<file path="src/rtl/dma_attr_pkg.sv">
package dma_attr_pkg;
  localparam int ADDR_W = 12;
  localparam int NATTR  = 5;
  localparam int IDX_W  = $clog2(NATTR);

  // attribute order fixes the set/clear address layout
  typedef enum logic [IDX_W-1:0] {
    AT_BURST = 3'd0,
    AT_MASK  = 3'd1,
    AT_EN    = 3'd2,
    AT_ALT   = 3'd3,
    AT_PRIO  = 3'd4
  } attr_e;

  localparam logic [ADDR_W-1:0] OFS_STAT  = 12'h000;
  localparam logic [ADDR_W-1:0] OFS_CFG   = 12'h004;
  localparam logic [ADDR_W-1:0] OFS_BASE  = 12'h008;
  localparam logic [ADDR_W-1:0] OFS_ALT   = 12'h00C;
  localparam logic [ADDR_W-1:0] OFS_WAIT  = 12'h010;
  localparam logic [ADDR_W-1:0] OFS_SWREQ = 12'h014;
  localparam logic [ADDR_W-1:0] OFS_SC0   = 12'h018;
  localparam logic [ADDR_W-1:0] OFS_ERR   = 12'h04C;
  localparam logic [ADDR_W-1:0] OFS_IRQ   = 12'h504;
  localparam int SC_STRIDE = 8;
  localparam int CLR_GAP   = 4;
  localparam int BASE_LSB  = 10;
  localparam logic [BASE_LSB-1:0] ALT_OFFSET = 10'h200;

  typedef enum logic [3:0] {
    RS_NONE, RS_STAT, RS_CFG, RS_BASE, RS_ALT, RS_WAIT,
    RS_SWREQ, RS_SET, RS_CLR, RS_ERR, RS_IRQ
  } rsel_e;
endpackage

</file>
<file path="src/rtl/dma_attr_dec.sv">
module dma_attr_dec
  import dma_attr_pkg::*;
(
  input  logic                 clk,
  input  logic                 rst_n,
  input  logic                 wr,
  input  logic [ADDR_W-1:0]    addr,
  output logic [NATTR-1:0]     set_we,
  output logic [NATTR-1:0]     clr_we,
  output logic                 cfg_we,
  output logic                 base_we,
  output logic                 swreq_we,
  output logic                 err_we,
  output logic                 irq_we,
  output rsel_e                rsel,
  output logic [IDX_W-1:0]     ridx
);
  always_comb begin
    set_we = '0;
    clr_we = '0;
    rsel   = RS_NONE;
    ridx   = '0;
    for (int k = 0; k < NATTR; k++) begin
      if (addr == OFS_SC0 + ADDR_W'(k * SC_STRIDE)) begin
        set_we[k] = wr;
        rsel      = RS_SET;
        ridx      = IDX_W'(k);
      end
      if (addr == OFS_SC0 + ADDR_W'(k * SC_STRIDE + CLR_GAP)) begin
        clr_we[k] = wr;
        rsel      = RS_CLR;
        ridx      = IDX_W'(k);
      end
    end
    case (addr)
      OFS_STAT:  rsel = RS_STAT;
      OFS_CFG:   rsel = RS_CFG;
      OFS_BASE:  rsel = RS_BASE;
      OFS_ALT:   rsel = RS_ALT;
      OFS_WAIT:  rsel = RS_WAIT;
      OFS_SWREQ: rsel = RS_SWREQ;
      OFS_ERR:   rsel = RS_ERR;
      OFS_IRQ:   rsel = RS_IRQ;
      default:   ;
    endcase
    cfg_we   = wr && (addr == OFS_CFG);
    base_we  = wr && (addr == OFS_BASE);
    swreq_we = wr && (addr == OFS_SWREQ);
    err_we   = wr && (addr == OFS_ERR);
    irq_we   = wr && (addr == OFS_IRQ);
  end


  wr_decode_onehot_chk: assert property (@(posedge clk) disable iff (!rst_n)
    $onehot0({set_we, clr_we, cfg_we, base_we, swreq_we, err_we, irq_we}));
endmodule

</file>
<file path="src/rtl/dma_attr_setclr.sv">
module dma_attr_setclr #(
  parameter int NCH = 32
) (
  input  logic           clk,
  input  logic           rst_n,
  input  logic           sw_set_we,
  input  logic           sw_clr_we,
  input  logic [NCH-1:0] wbits,
  input  logic [NCH-1:0] hw_set,
  input  logic [NCH-1:0] hw_clr,
  output logic [NCH-1:0] q
);
  logic [NCH-1:0] set_m, clr_m, d;
  logic           en;

  always_comb begin
    set_m = sw_set_we ? wbits : '0;
    clr_m = sw_clr_we ? wbits : '0;
    d     = (((q | set_m) & ~clr_m) | hw_set) & ~hw_clr;
    en    = sw_set_we | sw_clr_we | (|hw_set) | (|hw_clr);
  end

  always_ff @(posedge clk or negedge rst_n) begin
    if (!rst_n)  q <= '0;
    else if (en) q <= d;
  end


  hw_clr_wins_chk: assert property (@(posedge clk) disable iff (!rst_n)
    (|hw_clr) |=> ((q & $past(hw_clr)) == '0));

  hw_set_wins_chk: assert property (@(posedge clk) disable iff (!rst_n)
    (|(hw_set & ~hw_clr)) |=> ((~q & $past(hw_set & ~hw_clr)) == '0));

  sw_set_takes_chk: assert property (@(posedge clk) disable iff (!rst_n)
    sw_set_we |=> ((~q & $past(wbits & ~hw_clr)) == '0));

  sw_clr_takes_chk: assert property (@(posedge clk) disable iff (!rst_n)
    sw_clr_we |=> ((q & $past(wbits & ~hw_set)) == '0));

  idle_hold_chk: assert property (@(posedge clk) disable iff (!rst_n)
    !(sw_set_we || sw_clr_we || (|hw_set) || (|hw_clr)) |=> $stable(q));
endmodule

</file>
<file path="src/rtl/dma_attr_w1c.sv">
module dma_attr_w1c #(
  parameter int W = 32
) (
  input  logic         clk,
  input  logic         rst_n,
  input  logic         sw_clr_we,
  input  logic [W-1:0] wbits,
  input  logic [W-1:0] hw_set,
  output logic [W-1:0] q
);
  logic [W-1:0] d;
  logic         en;

  always_comb begin
    d  = (q & ~(sw_clr_we ? wbits : '0)) | hw_set;
    en = sw_clr_we | (|hw_set);
  end

  always_ff @(posedge clk or negedge rst_n) begin
    if (!rst_n)  q <= '0;
    else if (en) q <= d;
  end


  w1c_hw_wins_chk: assert property (@(posedge clk) disable iff (!rst_n)
    (|hw_set) |=> ((~q & $past(hw_set)) == '0));

  w1c_clears_chk: assert property (@(posedge clk) disable iff (!rst_n)
    sw_clr_we |=> ((q & $past(wbits & ~hw_set)) == '0));
endmodule

</file>
<file path="src/rtl/dma_attr_regbank.sv">
module dma_attr_regbank
  import dma_attr_pkg::*;
#(
  parameter int NCH = 32,
  parameter int DW  = 32
) (
  input  logic              clk,
  input  logic              rst_n,
  input  logic              bus_wr,
  input  logic [ADDR_W-1:0] bus_addr,
  input  logic [DW-1:0]     bus_wdata,
  output logic [DW-1:0]     bus_rdata,
  input  logic [NCH-1:0]    done_strb,
  input  logic [NCH-1:0]    burst_tail_strb,
  input  logic [NCH-1:0]    alt_flip_strb,
  input  logic [NCH-1:0]    swreq_done_strb,
  input  logic              bus_err_strb,
  input  logic [NCH-1:0]    wait_req,
  output logic [NCH-1:0]    chan_en_o,
  output logic [NCH-1:0]    req_mask_o,
  output logic [NCH-1:0]    burst_only_o,
  output logic [NCH-1:0]    alt_sel_o,
  output logic [NCH-1:0]    prio_hi_o,
  output logic [NCH-1:0]    swreq_o,
  output logic              irq_o,
  output logic              master_en_o,
  output logic [DW-1:0]     ctl_base_o
);
  localparam int CNT_LSB = 16;
  localparam int CNT_W   = 5;
  localparam int BASE_W  = DW - BASE_LSB;

  logic [NATTR-1:0]          set_we, clr_we;
  logic                      cfg_we, base_we, swreq_we, err_we, irq_we;
  rsel_e                     rsel;
  logic [IDX_W-1:0]          ridx;
  logic [NATTR-1:0][NCH-1:0] attr_q, hw_set_a, hw_clr_a;
  logic [NCH-1:0]            irq_q;
  logic [0:0]                err_q;
  logic                      men_q, men_d;
  logic [BASE_W-1:0]         base_q, base_d;
  logic [DW-1:0]             alt_base;

  dma_attr_dec u_dec (
    .clk(clk), .rst_n(rst_n), .wr(bus_wr), .addr(bus_addr),
    .set_we(set_we), .clr_we(clr_we), .cfg_we(cfg_we), .base_we(base_we),
    .swreq_we(swreq_we), .err_we(err_we), .irq_we(irq_we),
    .rsel(rsel), .ridx(ridx)
  );

  // hardware overrides routed per attribute
  always_comb begin
    hw_set_a = '0;
    hw_clr_a = '0;
    hw_clr_a[AT_BURST] = burst_tail_strb;
    hw_clr_a[AT_EN]    = done_strb;
    hw_set_a[AT_ALT]   = alt_flip_strb;
  end

  for (genvar k = 0; k < NATTR; k++) begin : g_attr
    dma_attr_setclr #(.NCH(NCH)) u_vec (
      .clk(clk), .rst_n(rst_n),
      .sw_set_we(set_we[k]), .sw_clr_we(clr_we[k]),
      .wbits(bus_wdata[NCH-1:0]),
      .hw_set(hw_set_a[k]), .hw_clr(hw_clr_a[k]),
      .q(attr_q[k])
    );
  end

  dma_attr_setclr #(.NCH(NCH)) u_swreq (
    .clk(clk), .rst_n(rst_n),
    .sw_set_we(swreq_we), .sw_clr_we(1'b0),
    .wbits(bus_wdata[NCH-1:0]),
    .hw_set('0), .hw_clr(swreq_done_strb),
    .q(swreq_o)
  );

  dma_attr_w1c #(.W(NCH)) u_irq (
    .clk(clk), .rst_n(rst_n), .sw_clr_we(irq_we),
    .wbits(bus_wdata[NCH-1:0]), .hw_set(done_strb), .q(irq_q)
  );

  dma_attr_w1c #(.W(1)) u_err (
    .clk(clk), .rst_n(rst_n), .sw_clr_we(err_we),
    .wbits(bus_wdata[0:0]), .hw_set(bus_err_strb), .q(err_q)
  );

  // configuration next state
  always_comb begin
    men_d  = cfg_we  ? bus_wdata[0]           : men_q;
    base_d = base_we ? bus_wdata[DW-1:BASE_LSB] : base_q;
  end

  always_ff @(posedge clk or negedge rst_n) begin
    if (!rst_n) begin
      men_q  <= 1'b0;
      base_q <= '0;
    end else begin
      men_q  <= men_d;
      base_q <= base_d;
    end
  end

  always_comb begin
    ctl_base_o = {base_q, {BASE_LSB{1'b0}}};
    alt_base   = ctl_base_o + DW'(ALT_OFFSET);
  end

  // read mux
  always_comb begin
    bus_rdata = '0;
    case (rsel)
      RS_STAT: begin
        bus_rdata[0] = men_q;
        bus_rdata[CNT_LSB +: CNT_W] = CNT_W'(NCH - 1);
      end
      RS_CFG:   bus_rdata[0] = men_q;
      RS_BASE:  bus_rdata = ctl_base_o;
      RS_ALT:   bus_rdata = alt_base;
      RS_WAIT:  bus_rdata[NCH-1:0] = wait_req;
      RS_SWREQ: bus_rdata[NCH-1:0] = swreq_o;
      RS_SET:   bus_rdata[NCH-1:0] = attr_q[ridx];
      RS_ERR:   bus_rdata[0] = err_q[0];
      RS_IRQ:   bus_rdata[NCH-1:0] = irq_q;
      default:  bus_rdata = '0;
    endcase
  end

  always_comb begin
    burst_only_o = attr_q[AT_BURST];
    req_mask_o   = attr_q[AT_MASK];
    chan_en_o    = attr_q[AT_EN];
    alt_sel_o    = attr_q[AT_ALT];
    prio_hi_o    = attr_q[AT_PRIO];
    irq_o        = |irq_q;
    master_en_o  = men_q;
  end


  done_effect_chk: assert property (@(posedge clk) disable iff (!rst_n)
    (|done_strb) |=> (((chan_en_o & $past(done_strb)) == '0) && irq_o));

  alt_base_low_chk: assert property (@(posedge clk) disable iff (!rst_n)
    (bus_addr == OFS_ALT) |-> (bus_rdata[BASE_LSB-1:0] == ALT_OFFSET));

  err_sticky_chk: assert property (@(posedge clk) disable iff (!rst_n)
    bus_err_strb |=> err_q[0]);
endmodule

</file>
<file path="config.mk">
export PLATFORM = sky130hd
export DESIGN_NAME = dma_attr_regbank
export DESIGN_NICKNAME = d
export VERILOG_FILES = /design/src/rtl/dma_attr_pkg.sv /design/src/rtl/dma_attr_dec.sv /design/src/rtl/dma_attr_setclr.sv /design/src/rtl/dma_attr_w1c.sv /design/src/rtl/dma_attr_regbank.sv
export SDC_FILE = /design/constraint.sdc
export NUM_CORES = 1
export LEC_CHECK = 0
export ABC_AREA = 1
export BUFFER_PORTS_ARGS = -buffer_cell sky130_fd_sc_hd__buf_2
export CELL_PAD_IN_SITES_DETAIL_PLACEMENT = 1
export CELL_PAD_IN_SITES_GLOBAL_PLACEMENT = 2
export CORE_ASPECT_RATIO = 1.4
export CORE_UTILIZATION = 28
export DETAILED_ROUTE_END_ITERATION = 8
export PLACE_DENSITY = 0.89
export SYNTH_ARGS = -nofsm -noshare
export SYNTH_HDL_FRONTEND = slang
export SYNTH_HIERARCHICAL = 1
export SYNTH_SLANG_ARGS = --single-unit
</file>
<file path="constraint.sdc">
create_clock -name clk -period 3.3 [get_ports clk]
set_clock_uncertainty 0.1 [all_clocks]
set_input_delay 0.66 -clock clk [delete_from_list [all_inputs] [get_ports clk]]
set_output_delay 0.66 -clock clk [all_outputs]
set_load 0.005 [all_outputs]
</file>
* After elaboration in Yosys (flattened, before gate mapping)
Cells that the tools add are included. Widths: inputs -> output; s select.
Cells by class: mux-type cells 48, bitwise gates (word level) 40, reduce and logical (&&, ||, !) cells 12, $add $sub $neg 1, order comparisons 1, eq/ne operators 26
Operator list (number):
- $mux 32 | 13
- $and 32x32->32 | 9
- $not 32->32 | 9
- $or 32x32->32 | 8
- $reduce_or 32->1 | 5
- $bmux 32 s3 | 1
- $eq 12x6->1 const B | 8
- $pmux 15 s6 | 1
- $pmux 11 s6 | 1
- $eq 12x5->1 const B | 4
- $mux 4 | 9
- $pmux 5 s7 | 1
- $add 32x10->32 const B | 1
- $pmux 4 s8 | 1
- $eq 12x4->1 const B | 2
- $eq 4x3->1 const B | 4
- $mux 1 | 13
- $eq 12x11->1 const B | 1
- $eq 12x3->1 const B | 1
- $eq 12x7->1 const B | 1
- $logic_not 12->1 | 1
- $or 1x1->1 | 12
- $mux 3 | 3
- $eq 4x2->1 const B | 2
- other kinds (9) | 17
Word-level totals: output and inout bits 258, word-level logic and storage cells 138, bits in registers 248, bits of input ports 208

* Depth between registers and ports, before layout
Gate-level depths: netlist of the first run.
depth after elaboration 15, depth in mapped cells 16, mapped depth without buffers 15

* Hierarchy
The synthesis of the first run kept the hierarchy.
By module, submodules not included:
- dma_attr_setclr | cells each 262, area each 1843.0 µm², times used 6, seq. area each 800.8 µm²
- dma_attr_regbank | cells each 772, area each 3831.2 µm², times used 1, seq. area each 575.6 µm²
- dma_attr_w1c (u_irq) | cells each 163, area each 1315.0 µm², times used 1, seq. area each 800.8 µm²
- dma_attr_dec | cells each 102, area each 459.2 µm², times used 1, seq. area each 0.0 µm²
- dma_attr_w1c (u_err) | cells each 5, area each 40.0 µm², times used 1, seq. area each 25.0 µm²

* Worst setup path after synthesis of the first run
Ideal clock, no wire load.
path type input -> output, from input bus_addr[8], to output bus_rdata[2], arrival time 2204 ps, data required time 2540 ps, path slack 336 ps, buffers on the path 2, stages 16, cells stage by stage nor2_1 -> nand2_1 -> inv_2 -> buf_6 -> nand3_1 -> inv_1 -> nor2_1 -> nand4_1 -> inv_2 -> nand2_1 -> nor2_2 -> buf_6 -> nand2_1 -> nand2_1 -> inv_1 -> nand3_1
Between the ends: elaborated cells between the ends (all ways) 46, those cells by class 23 x eq/ne; 22 x mux; 1 x reduce/logical
RTL lines:
- start: declaration | line dma_attr_regbank.sv:10 | input logic [ADDR_W-1:0] bus_addr,
- $eq 12x5->1 | line dma_attr_dec.sv:29 | if (addr == OFS_SC0 + ADDR_W'(k * SC_STRIDE + CLR_GAP)) begin
- $mux 4 | line dma_attr_dec.sv:29
- $mux 4 | line dma_attr_dec.sv:24 | if (addr == OFS_SC0 + ADDR_W'(k * SC_STRIDE)) begin
- $mux 4 | line dma_attr_dec.sv:29
- $mux 4 | line dma_attr_dec.sv:24
- $mux 4 | line dma_attr_dec.sv:29
- $mux 4 | line dma_attr_dec.sv:24
- $mux 4 | line dma_attr_dec.sv:29
- $mux 4 | line dma_attr_dec.sv:24
- $mux 4 | line dma_attr_dec.sv:29
- $pmux 4 s8 * | line dma_attr_dec.sv:35 | case (addr)
- net rsel[3] | line dma_attr_regbank.sv:35 | rsel_e rsel;
- $eq 4x4->1, or another cell as far along | line dma_attr_regbank.sv:112 | case (rsel)
- $pmux 15 s6 * | line dma_attr_regbank.sv:112
- end: declaration | line dma_attr_regbank.sv:12 | output logic [DW-1:0] bus_rdata,
The timed path passes the listed nets; every way through them passes the cells marked *. The select of a mux whose other input is x is not followed.

* Worst setup path after layout of the first run
from input bus_addr[1], to output bus_rdata[5]
The elaborated chain is that of the path after synthesis.

==> results of run 1 <==
cells in the mapped netlist, types with 3 or more instances:
master,count
sky130_fd_sc_hd__a21oi_1,60
sky130_fd_sc_hd__a21oi_2,180
sky130_fd_sc_hd__buf_1,5
sky130_fd_sc_hd__buf_2,44
sky130_fd_sc_hd__buf_4,14
sky130_fd_sc_hd__buf_6,23
sky130_fd_sc_hd__clkbuf_1,16
sky130_fd_sc_hd__dfrtp_1,248
sky130_fd_sc_hd__inv_1,266
sky130_fd_sc_hd__inv_2,199
sky130_fd_sc_hd__mux2_2,6
sky130_fd_sc_hd__nand2_1,1273
sky130_fd_sc_hd__nand2_2,3
sky130_fd_sc_hd__nand3_1,160
sky130_fd_sc_hd__nand4_1,6
sky130_fd_sc_hd__nor2_1,78
sky130_fd_sc_hd__nor2_2,8
sky130_fd_sc_hd__nor2_4,3
sky130_fd_sc_hd__o21ai_0,17
flip-flops by register name, indices dropped and copies added (netlist names):
register,flops
u_swreq/q,32
u_err/q,1
master_en_o,1
u_irq/q,32
g_attr.u_vec/q,160
base_q,22
metrics by stage:
| step | cells | setup slack [ns] | instance area (µm²) | hold WS (ns) | TNS (ns) |
|---|---|---|---|---|---|
| after floorplan | 2884 | 0.3364 | 17720 | 0.2644 | 0 |
| after global placement | 4114 | -0.3054 | 21810 | 0.3890 | -7.019 |
| after detailed placement | 4114 | -0.3070 | 21810 | 0.3891 | -8.214 |
| after CTS | 4197 | -0.08995 | 23880 | 0.07060 | -1.526 |
| after global routing | 4220 | -0.2777 | 24320 | 0.09481 | -7.462 |
| final | 4221 | -0.2007 | 24320 | 0.1108 | -4.240 |
cell families (layout without fill, tap and decap cells):
kind of cell | Yosys count | count (layout) | share of synthesized area [%]
compound gates | 257 | 257 | 11.75
flops | 248 | 248 | 37.15
mux | 6 | 6 | 0.4045
simple gates | 1535 | 1535 | 36.25
other cells | 1 | 281 | 0.02245
buf+inv | 567 | 1145 | 14.42
power groups by stage:
stage | combinational, mW | sequential (mW) | clock, mW
after global routing | 1.39 | 3.43 | 3.93
after global placement | 1.15 | 3.46 | 0
after CTS | 1.21 | 3.41 | 3.85
after detailed placement | 1.17 | 3.46 | 0
after floorplan | 0.551 | 3.41 | 0
final | 1.23 | 3.41 | 3.74
worst max-delay path, cell delays in order:
cell and delay [ns]:
sky130_fd_sc_hd__buf_4 0.10, sky130_fd_sc_hd__inv_2 0.04, sky130_fd_sc_hd__nand2_4 0.10, sky130_fd_sc_hd__nor2_2 0.07
sky130_fd_sc_hd__nand3_2 0.11, sky130_fd_sc_hd__nand2_1 0.08, sky130_fd_sc_hd__inv_1 0.08, sky130_fd_sc_hd__nand4_1 0.22
sky130_fd_sc_hd__buf_6 0.22, sky130_fd_sc_hd__nor2_4 0.19, sky130_fd_sc_hd__nand2_4 0.15, sky130_fd_sc_hd__buf_8 0.18
sky130_fd_sc_hd__buf_12 0.14, sky130_fd_sc_hd__a21oi_4 0.11, sky130_fd_sc_hd__nand2_2 0.10, sky130_fd_sc_hd__nand3_2 0.06
sky130_fd_sc_hd__buf_2 0.10
worst min path at each step:
stage                                              to  slack, ns
floorplan                       base_q[0]$_DFFE_PN0P_       0.26
global placement              u_irq/q[22]$_DFFE_PN0P_       0.39
detailed placement            u_irq/q[30]$_DFFE_PN0P_       0.39
CTS                 g_attr[0].u_vec/q[31]$_DFFE_PN0P_       0.07
global route                u_swreq/q[10]$_DFFE_PN0P_       0.09
finish                      u_swreq/q[10]$_DFFE_PN0P_       0.11
what timing repair did:
item                                    CTS  global route
pin swaps                                38            30
endpoints found under the setup margin   32            32
hold buffers                              1             0
hold endpoints to repair                 54             0
gates resized for setup                 170            57
setup buffers                            21             8
cloned                                    8             7
layout make-up:
| class | instances | area [µm²] | area share (%) |
|---|---|---|---|
| antenna | 10 | 25.02 | 0.1029 |
| multi-input combinational | 2069 | 9811 | 40.33 |
| timing repair buffer | 623 | 4466 | 18.36 |
| tap | 749 | 937.1 | 3.853 |
| sequential | 248 | 6206 | 25.51 |
| timing repair inverter | 1 | 11.26 | 0.04630 |
| clock buffer | 47 | 935.9 | 3.848 |
| clock inverter | 9 | 148.9 | 0.6121 |
| inverter | 465 | 1783 | 7.330 |
metal layers:
metal | GRT usage (%) | share of wire [%] | vias up
met4 | 11.07 | 4.4 | 12
met5 | 0 | 0.088 | -
met2 | 49.69 | 51 | 468
met1 | 30.67 | 40 | 9033
met3 | 3.603 | 4.2 | 166
li1 | - | - | 9194
==> impl_summary.log, run 1 <==
INFO  metric run_status = finished with violations
INFO  metric violations_in_the_final_reports = setup timing
INFO  metric drcViolationCount = 0
INFO  metric routabilityCongestion = 0.8627
INFO  metric avgViaCountPerCell = 4.471
INFO  metric place.detailed.hpwl = 60570 µm
INFO  metric finalPower = 8.380 mW
INFO  metric routedWlPerCell = 20.02 µm
INFO  metric clkSinkCount = 248
INFO  metric syn_to_final_growth = 45.62%
INFO  metric core = 58730 µm²
INFO  metric core.rowCount = 105
INFO  metric maximum_buffer_depth_of_the_clock_tree = 3
INFO  metric grt_pass1_vias = 19540
INFO  metric grtUsageTotal = 26.86%
INFO  metric setup.worst_path.end = bus_rdata[5]
INFO  metric nNetsFinal = 3647
INFO  metric cts_htree_levels = 1
INFO  metric timing_worst_setup_path_type = primary input to output pin
INFO  metric max_clock_freq = 285.7 MHz
INFO  metric syn-mean-instance-area = 6.390 µm²
INFO  metric synth_cell_types = 24
INFO  metric final_core_util = 41.42%
INFO  metric layout.cells.most_common = sky130_fd_sc_hd__nand2_1
INFO  metric synth-edff-count = 0
INFO  metric power.static_leakage = 12.83 nW
INFO  metric setup_ws = -0.2007 ns
INFO  metric syn-instance-count = 2614
INFO  metric synth.ff_latch_count = 248
INFO  metric clk_pin_slew = 0.07 ns
INFO  metric floorplan.io_pins = 466
INFO  metric die_w = 208.4 µm
INFO  metric hold_start = swreq_done_strb[10]
INFO  metric detailedRoute.firstIterationViolations = 917
INFO  metric timing.max_cap.violations = 0
INFO  metric worstSetupStartpoint = bus_addr[1]
INFO  metric die_height = 291.0 µm
INFO  metric fraction_of_layout_instances_using_a_drive_strength_above_1 = 34.81%
INFO  metric warning_count_from_the_yosys_run = 6
INFO  metric vias = 18870
INFO  metric switching_share = 29.28%
INFO  metric netlist_top_cells_area = sky130_fd_sc_hd__dfrtp_1, sky130_fd_sc_hd__nand2_1, sky130_fd_sc_hd__a21oi_2
INFO  metric timing.slew.headroom = 59.75%
INFO  metric worst-slew-pin-transition = 0.6031 ns
INFO  metric timing.final.hold_violations = 0
INFO  metric worst_r2r_startpoint = u_swreq/q[17]$_DFFE_PN0P_
INFO  metric layout_common_cells = sky130_fd_sc_hd__nand2_1, sky130_fd_sc_hd__buf_2, sky130_fd_sc_hd__conb_1
INFO  metric io_buffers = 455
INFO  metric final-max-slew-violation-count = 0
INFO  metric drt-pass1-iter-count = 5
INFO  metric worst-endpoint-arrival = 2.74 ns
INFO  metric power.switching = 2.454 mW
INFO  metric power.share.combinational = 14.7%
INFO  metric clockPowerShare = 44.6%
INFO  metric worst_setup_path_end_kind = output pin
INFO  metric timing.critical_path.fanout_max = 6
INFO  metric grt_first_pass_wirelength = 122400 µm
INFO  metric asyncSetResetFlopFracSynth = 100.0%
INFO  metric regToRegEndpoint = u_swreq/q[17]$_DFFE_PN0P_
INFO  metric antenna_violating_nets_post_route = 0
INFO  metric worst_setup_sp_type = primary input
INFO  metric dieArea = 60650 µm²
INFO  metric sequentialPowerShare = 40.7%
INFO  metric holdPathStages = 2
INFO  metric holdCritPathClass = primary input to register
INFO  metric setup_violators_final = 32
INFO  metric grt_max_degree = 71
INFO  metric grt-ovfl-total = 0
INFO  metric share_of_synthesized_area_occupied_by_flip_flops_and_latches = 37.15%
INFO  metric rsz0062_at_grt = true
INFO  metric layout.filler_cells = 7818
INFO  metric r2r_setup_slack = 2.33 ns
INFO  metric clock_tree_from_tritoncts = done
INFO  metric clock_latency_on_the_worst_skew_pair = 0.59 ns
INFO  metric start_util = 28.44%
INFO  metric cts_inserted_buffers = 31
INFO  metric min_period_over_period = 106.1%
INFO  metric wl = 84510 µm
INFO  metric synth_area_leader_cell = sky130_fd_sc_hd__dfrtp_1
INFO  metric max_vdd_drop = 340.9 µV
INFO  metric synth.cell_area = 16700 µm²
INFO  metric timing.critical_path.required = 2.54 ns
INFO  metric finalCriticalPeriod = 3.501 ns
INFO  metric root_buffer = sky130_fd_sc_hd__clkbuf_16
INFO  metric antenna_found_initial = 16
INFO  metric synth_ff_type = sky130_fd_sc_hd__dfrtp_1
INFO  metric timing.reg2reg.worst_path_depth = 4
INFO  metric synth_top_area_share = 37.15%
INFO  metric internal_power = 5.926 mW
INFO  metric powerDensity = 344.5 nW/µm²
(Power assumes the default switching activity.)
==> run 2, diff against run 1 <==
CORE_MARGIN = 2   (was unset)
==> run 2 against run 1 <==
Net effect:
- the flow still finishes with violations (setup timing)
- sequential share of layout area down 0.32 points
- combinational power about the same
- register-to-register slack about the same
- via count up 0.19%
- hold slack better by 0.050 ns
- die area up 1.7%
- total power down 1.6%
- core utilization up 0.43 points
- flip-flop and latch count unchanged
- critical path depth unchanged
- sequential power about the same
- final cell count down 0.59%
- largest cell class unchanged
==> impl_summary.log, run 2 (synthesis results as in run 1) <==
INFO  metric setup_violators_final = 32 (unchanged)
INFO  metric core = 58860 µm² (+0.22%)
INFO  metric root_buffer = sky130_fd_sc_hd__clkbuf_16
INFO  metric timing_worst_setup_path_type = primary input to output pin
INFO  metric clock_latency_on_the_worst_skew_pair = 0.54 ns (-0.05 ns)
INFO  metric final_core_util = 41.85% (+0.43 points)
INFO  metric largest_register_ff_count = 160 (unchanged)
INFO  metric timing.max_cap.violations = 0 (unchanged)
INFO  metric timing.slew.headroom = 60.16% (+0.42 points)
INFO  metric worst-slew-pin-transition = 0.5961 ns (-0.007015 ns)
INFO  metric layout.cells.most_common = sky130_fd_sc_hd__nand2_1
INFO  metric final-max-slew-violation-count = 0 (unchanged)
INFO  metric worst_setup_path_end_kind = output pin
INFO  metric placedCellCount = 4101 (-0.32%)
INFO  metric finalInstanceArea = 24630 µm² (+1.3%)
INFO  metric maximum_buffer_depth_of_the_clock_tree = 3 (unchanged)
INFO  metric avgViaCountPerCell = 4.506 (+0.79%)
INFO  metric totalNegativeSetupSlack = -4.169 ns (+0.07052 ns)
INFO  metric fraction_of_layout_instances_using_a_drive_strength_above_1 = 37.02% (+2.2 points)
INFO  metric place_area = 21770 µm² (-0.21%)
INFO  metric fin_hold_ws = 0.1613 ns (+0.05044 ns)
INFO  metric vias = 18910 (+0.19%)
INFO  metric setup_ws = -0.1894 ns (+0.01123 ns)
INFO  metric clock_tree_from_tritoncts = done
INFO  metric rsz0062_at_grt = true
INFO  metric max_clock_freq = 286.6 MHz (+0.32%)
INFO  metric grt_pass1_vias = 19560 (+0.097%)
INFO  metric syn_to_final_growth = 47.47%
INFO  metric io_buffers = 455 (unchanged)
INFO  metric place.detailed.hpwl = 60530 µm (about the same)
INFO  metric antenna_violating_nets_post_route = 0 (unchanged)
INFO  metric max_vdd_drop = 338.7 µV (-0.63%)
INFO  metric antenna_found_initial = 8 (-8)
INFO  metric grtUsageTotal = 27.07% (+0.21 points)
INFO  metric grt_max_degree = 60 (-15%)
INFO  metric layout_common_cells = sky130_fd_sc_hd__nand2_1, sky130_fd_sc_hd__buf_2, sky130_fd_sc_hd__conb_1
INFO  metric power.static_leakage = 12.92 nW (+0.71%)
INFO  metric grt_first_pass_wirelength = 123800 µm (+1.2%)
INFO  metric drcViolationCount = 0 (unchanged)
INFO  metric routedWlPerCell = 20.39 µm (+1.8%)
INFO  metric final_cells = 4196 (-0.59%)
INFO  metric holdCritPathClass = primary input to register
INFO  metric violations_in_the_final_reports = setup timing
INFO  metric min_period_over_period = 105.7% (-0.34 points)
INFO  metric biggestRegsByFlops = g_attr.u_vec/q (160), u_irq/q (32), u_swreq/q (32)
INFO  metric worst_setup_sp_type = primary input
INFO  metric core.rowCount = 105 (unchanged)
INFO  metric die_w = 210.4 µm (+0.96%)
INFO  metric finalCriticalPeriod = 3.489 ns (-0.01123 ns)
INFO  metric timing.critical_path.fanout_max = 6 (unchanged)
INFO  metric clkSinkCount = 248 (unchanged)
INFO  metric detailedRoute.firstIterationViolations = 837 (-8.7%)
INFO  metric start_util = 28.38% (-0.063 points)
INFO  metric grt-ovfl-total = 0 (unchanged)
INFO  metric timing.critical_path.required = 2.54 ns (about the same)
INFO  metric powerDensity = 334.7 nW/µm² (-2.9%)
INFO  metric run_status = finished with violations
INFO  metric dieArea = 61650 µm² (+1.7%)
INFO  metric floorplan.io_pins = 466 (unchanged)
INFO  metric reg_with_most_ffs = g_attr.u_vec/q
INFO  metric cts_htree_levels = 2 (+1)
INFO  metric timing.final.hold_violations = 0 (unchanged)
INFO  metric wl = 85560 µm (+1.2%)
INFO  metric die_height = 293.0 µm (+0.69%)
INFO  metric routabilityCongestion = 0.8633 (about the same)
INFO  metric nNetsFinal = 3636 (-0.30%)
INFO  metric drt-pass1-iter-count = 5 (unchanged)
INFO  metric worst-endpoint-arrival = 2.73 ns (about the same)
INFO  metric cts_inserted_buffers = 34 (+9.7%)
INFO  metric clk_pin_slew = 0.06 ns (about the same)
[run 2: cell count changes in the layout (fill, tap and decap cells not counted), moves of 14 or more]
cell and delta:
sky130_fd_sc_hd__buf_4 -22, sky130_fd_sc_hd__a21oi_2 -14, sky130_fd_sc_hd__nor2_1 -16, sky130_fd_sc_hd__nand3_2 +43
sky130_fd_sc_hd__nand2_2 +41, sky130_fd_sc_hd__nand2_1 -39, sky130_fd_sc_hd__nand3_1 -49
[run 2: final cells by class]
cell class                      count  area [µm²]
Multi-Input combinational cell   2069       10230
Inverter                          465        1793
Antenna cell                        3       7.507
Clock inverter                      5       53.80
Clock buffer                       47       940.9
Tap cell                          749       937.1
Sequential cell                   248        6206
Fill cell                        7779       34220
Timing Repair Buffer              610        4459
[run 2: worst paths after layout]
check | from | endpoint | slack (ns) | cells after the start
max | bus_addr[4] | bus_rdata[8] | -0.19 | 17
min | swreq_done_strb[17] | u_swreq/q[17]$_DFFE_PN0P_ | 0.16 | 2
max reg2reg | u_swreq/q[17]$_DFFE_PN0P_ | u_swreq/q[17]$_DFFE_PN0P_ | 2.32 | 4
min reg2reg | u_err/q$_DFFE_PN0P_ | u_err/q$_DFFE_PN0P_ | 0.41 | 2
max in group asynchronous | rst_n | g_attr[3].u_vec/q[7]$_DFFE_PN0P_ | 1.70 | 3
min in group asynchronous | rst_n | g_attr[0].u_vec/q[25]$_DFFE_PN0P_ | 0.54 | 2
[run 2: what timing repair did]
action,CTS,global route
hold buffers,1,0
setup buffers,25,5
setup endpoints to repair,32,32
gates resized for setup,238,101
endpoints found under the hold margin,23,0
cloned,7,6
pin swaps,71,58
[run 2: per-stage QoR]
step	total power [mW]	worst slack, ns
finish	8.244	-0.1894
floorplan	3.965	0.3364
CTS	8.327	-0.1037
detailed placement	4.641	-0.3269
global route	8.631	-0.3174
global placement	4.623	-0.3125
[run 2: worst max-delay path, cell delays in order]
cell                      delay, ns
sky130_fd_sc_hd__buf_8         0.09
sky130_fd_sc_hd__inv_6         0.04
sky130_fd_sc_hd__buf_6         0.11
sky130_fd_sc_hd__nor3_4        0.27
sky130_fd_sc_hd__nand2_1       0.13
sky130_fd_sc_hd__nor2_2        0.15
sky130_fd_sc_hd__nor2_4        0.10
sky130_fd_sc_hd__nand3_4       0.11
sky130_fd_sc_hd__inv_4         0.05
sky130_fd_sc_hd__nor2_4        0.19
sky130_fd_sc_hd__nand2_4       0.10
sky130_fd_sc_hd__buf_12        0.16
sky130_fd_sc_hd__buf_12        0.14
sky130_fd_sc_hd__a21oi_4       0.14
sky130_fd_sc_hd__nand2_1       0.08
sky130_fd_sc_hd__nand3_2       0.08
sky130_fd_sc_hd__buf_2         0.12
[run 2: layer usage]
metal | GRT usage, % | part of all wire (%) | vias to the layer above
met5 | 0 | 0.042 | -
met1 | 31.19 | 40 | 9062
met3 | 3.891 | 4.4 | 166
met2 | 49.83 | 51 | 520
li1 | - | - | 9155
met4 | 11.15 | 4.5 | 6
[run 2: power by group]
part	switching (mW)	leakage [nW]	internal, mW
clock network	1.52	0.488	2.05
registers	0.202	2.92	3.20
logic	0.773	9.51	0.488
total	2.50	12.9	5.75
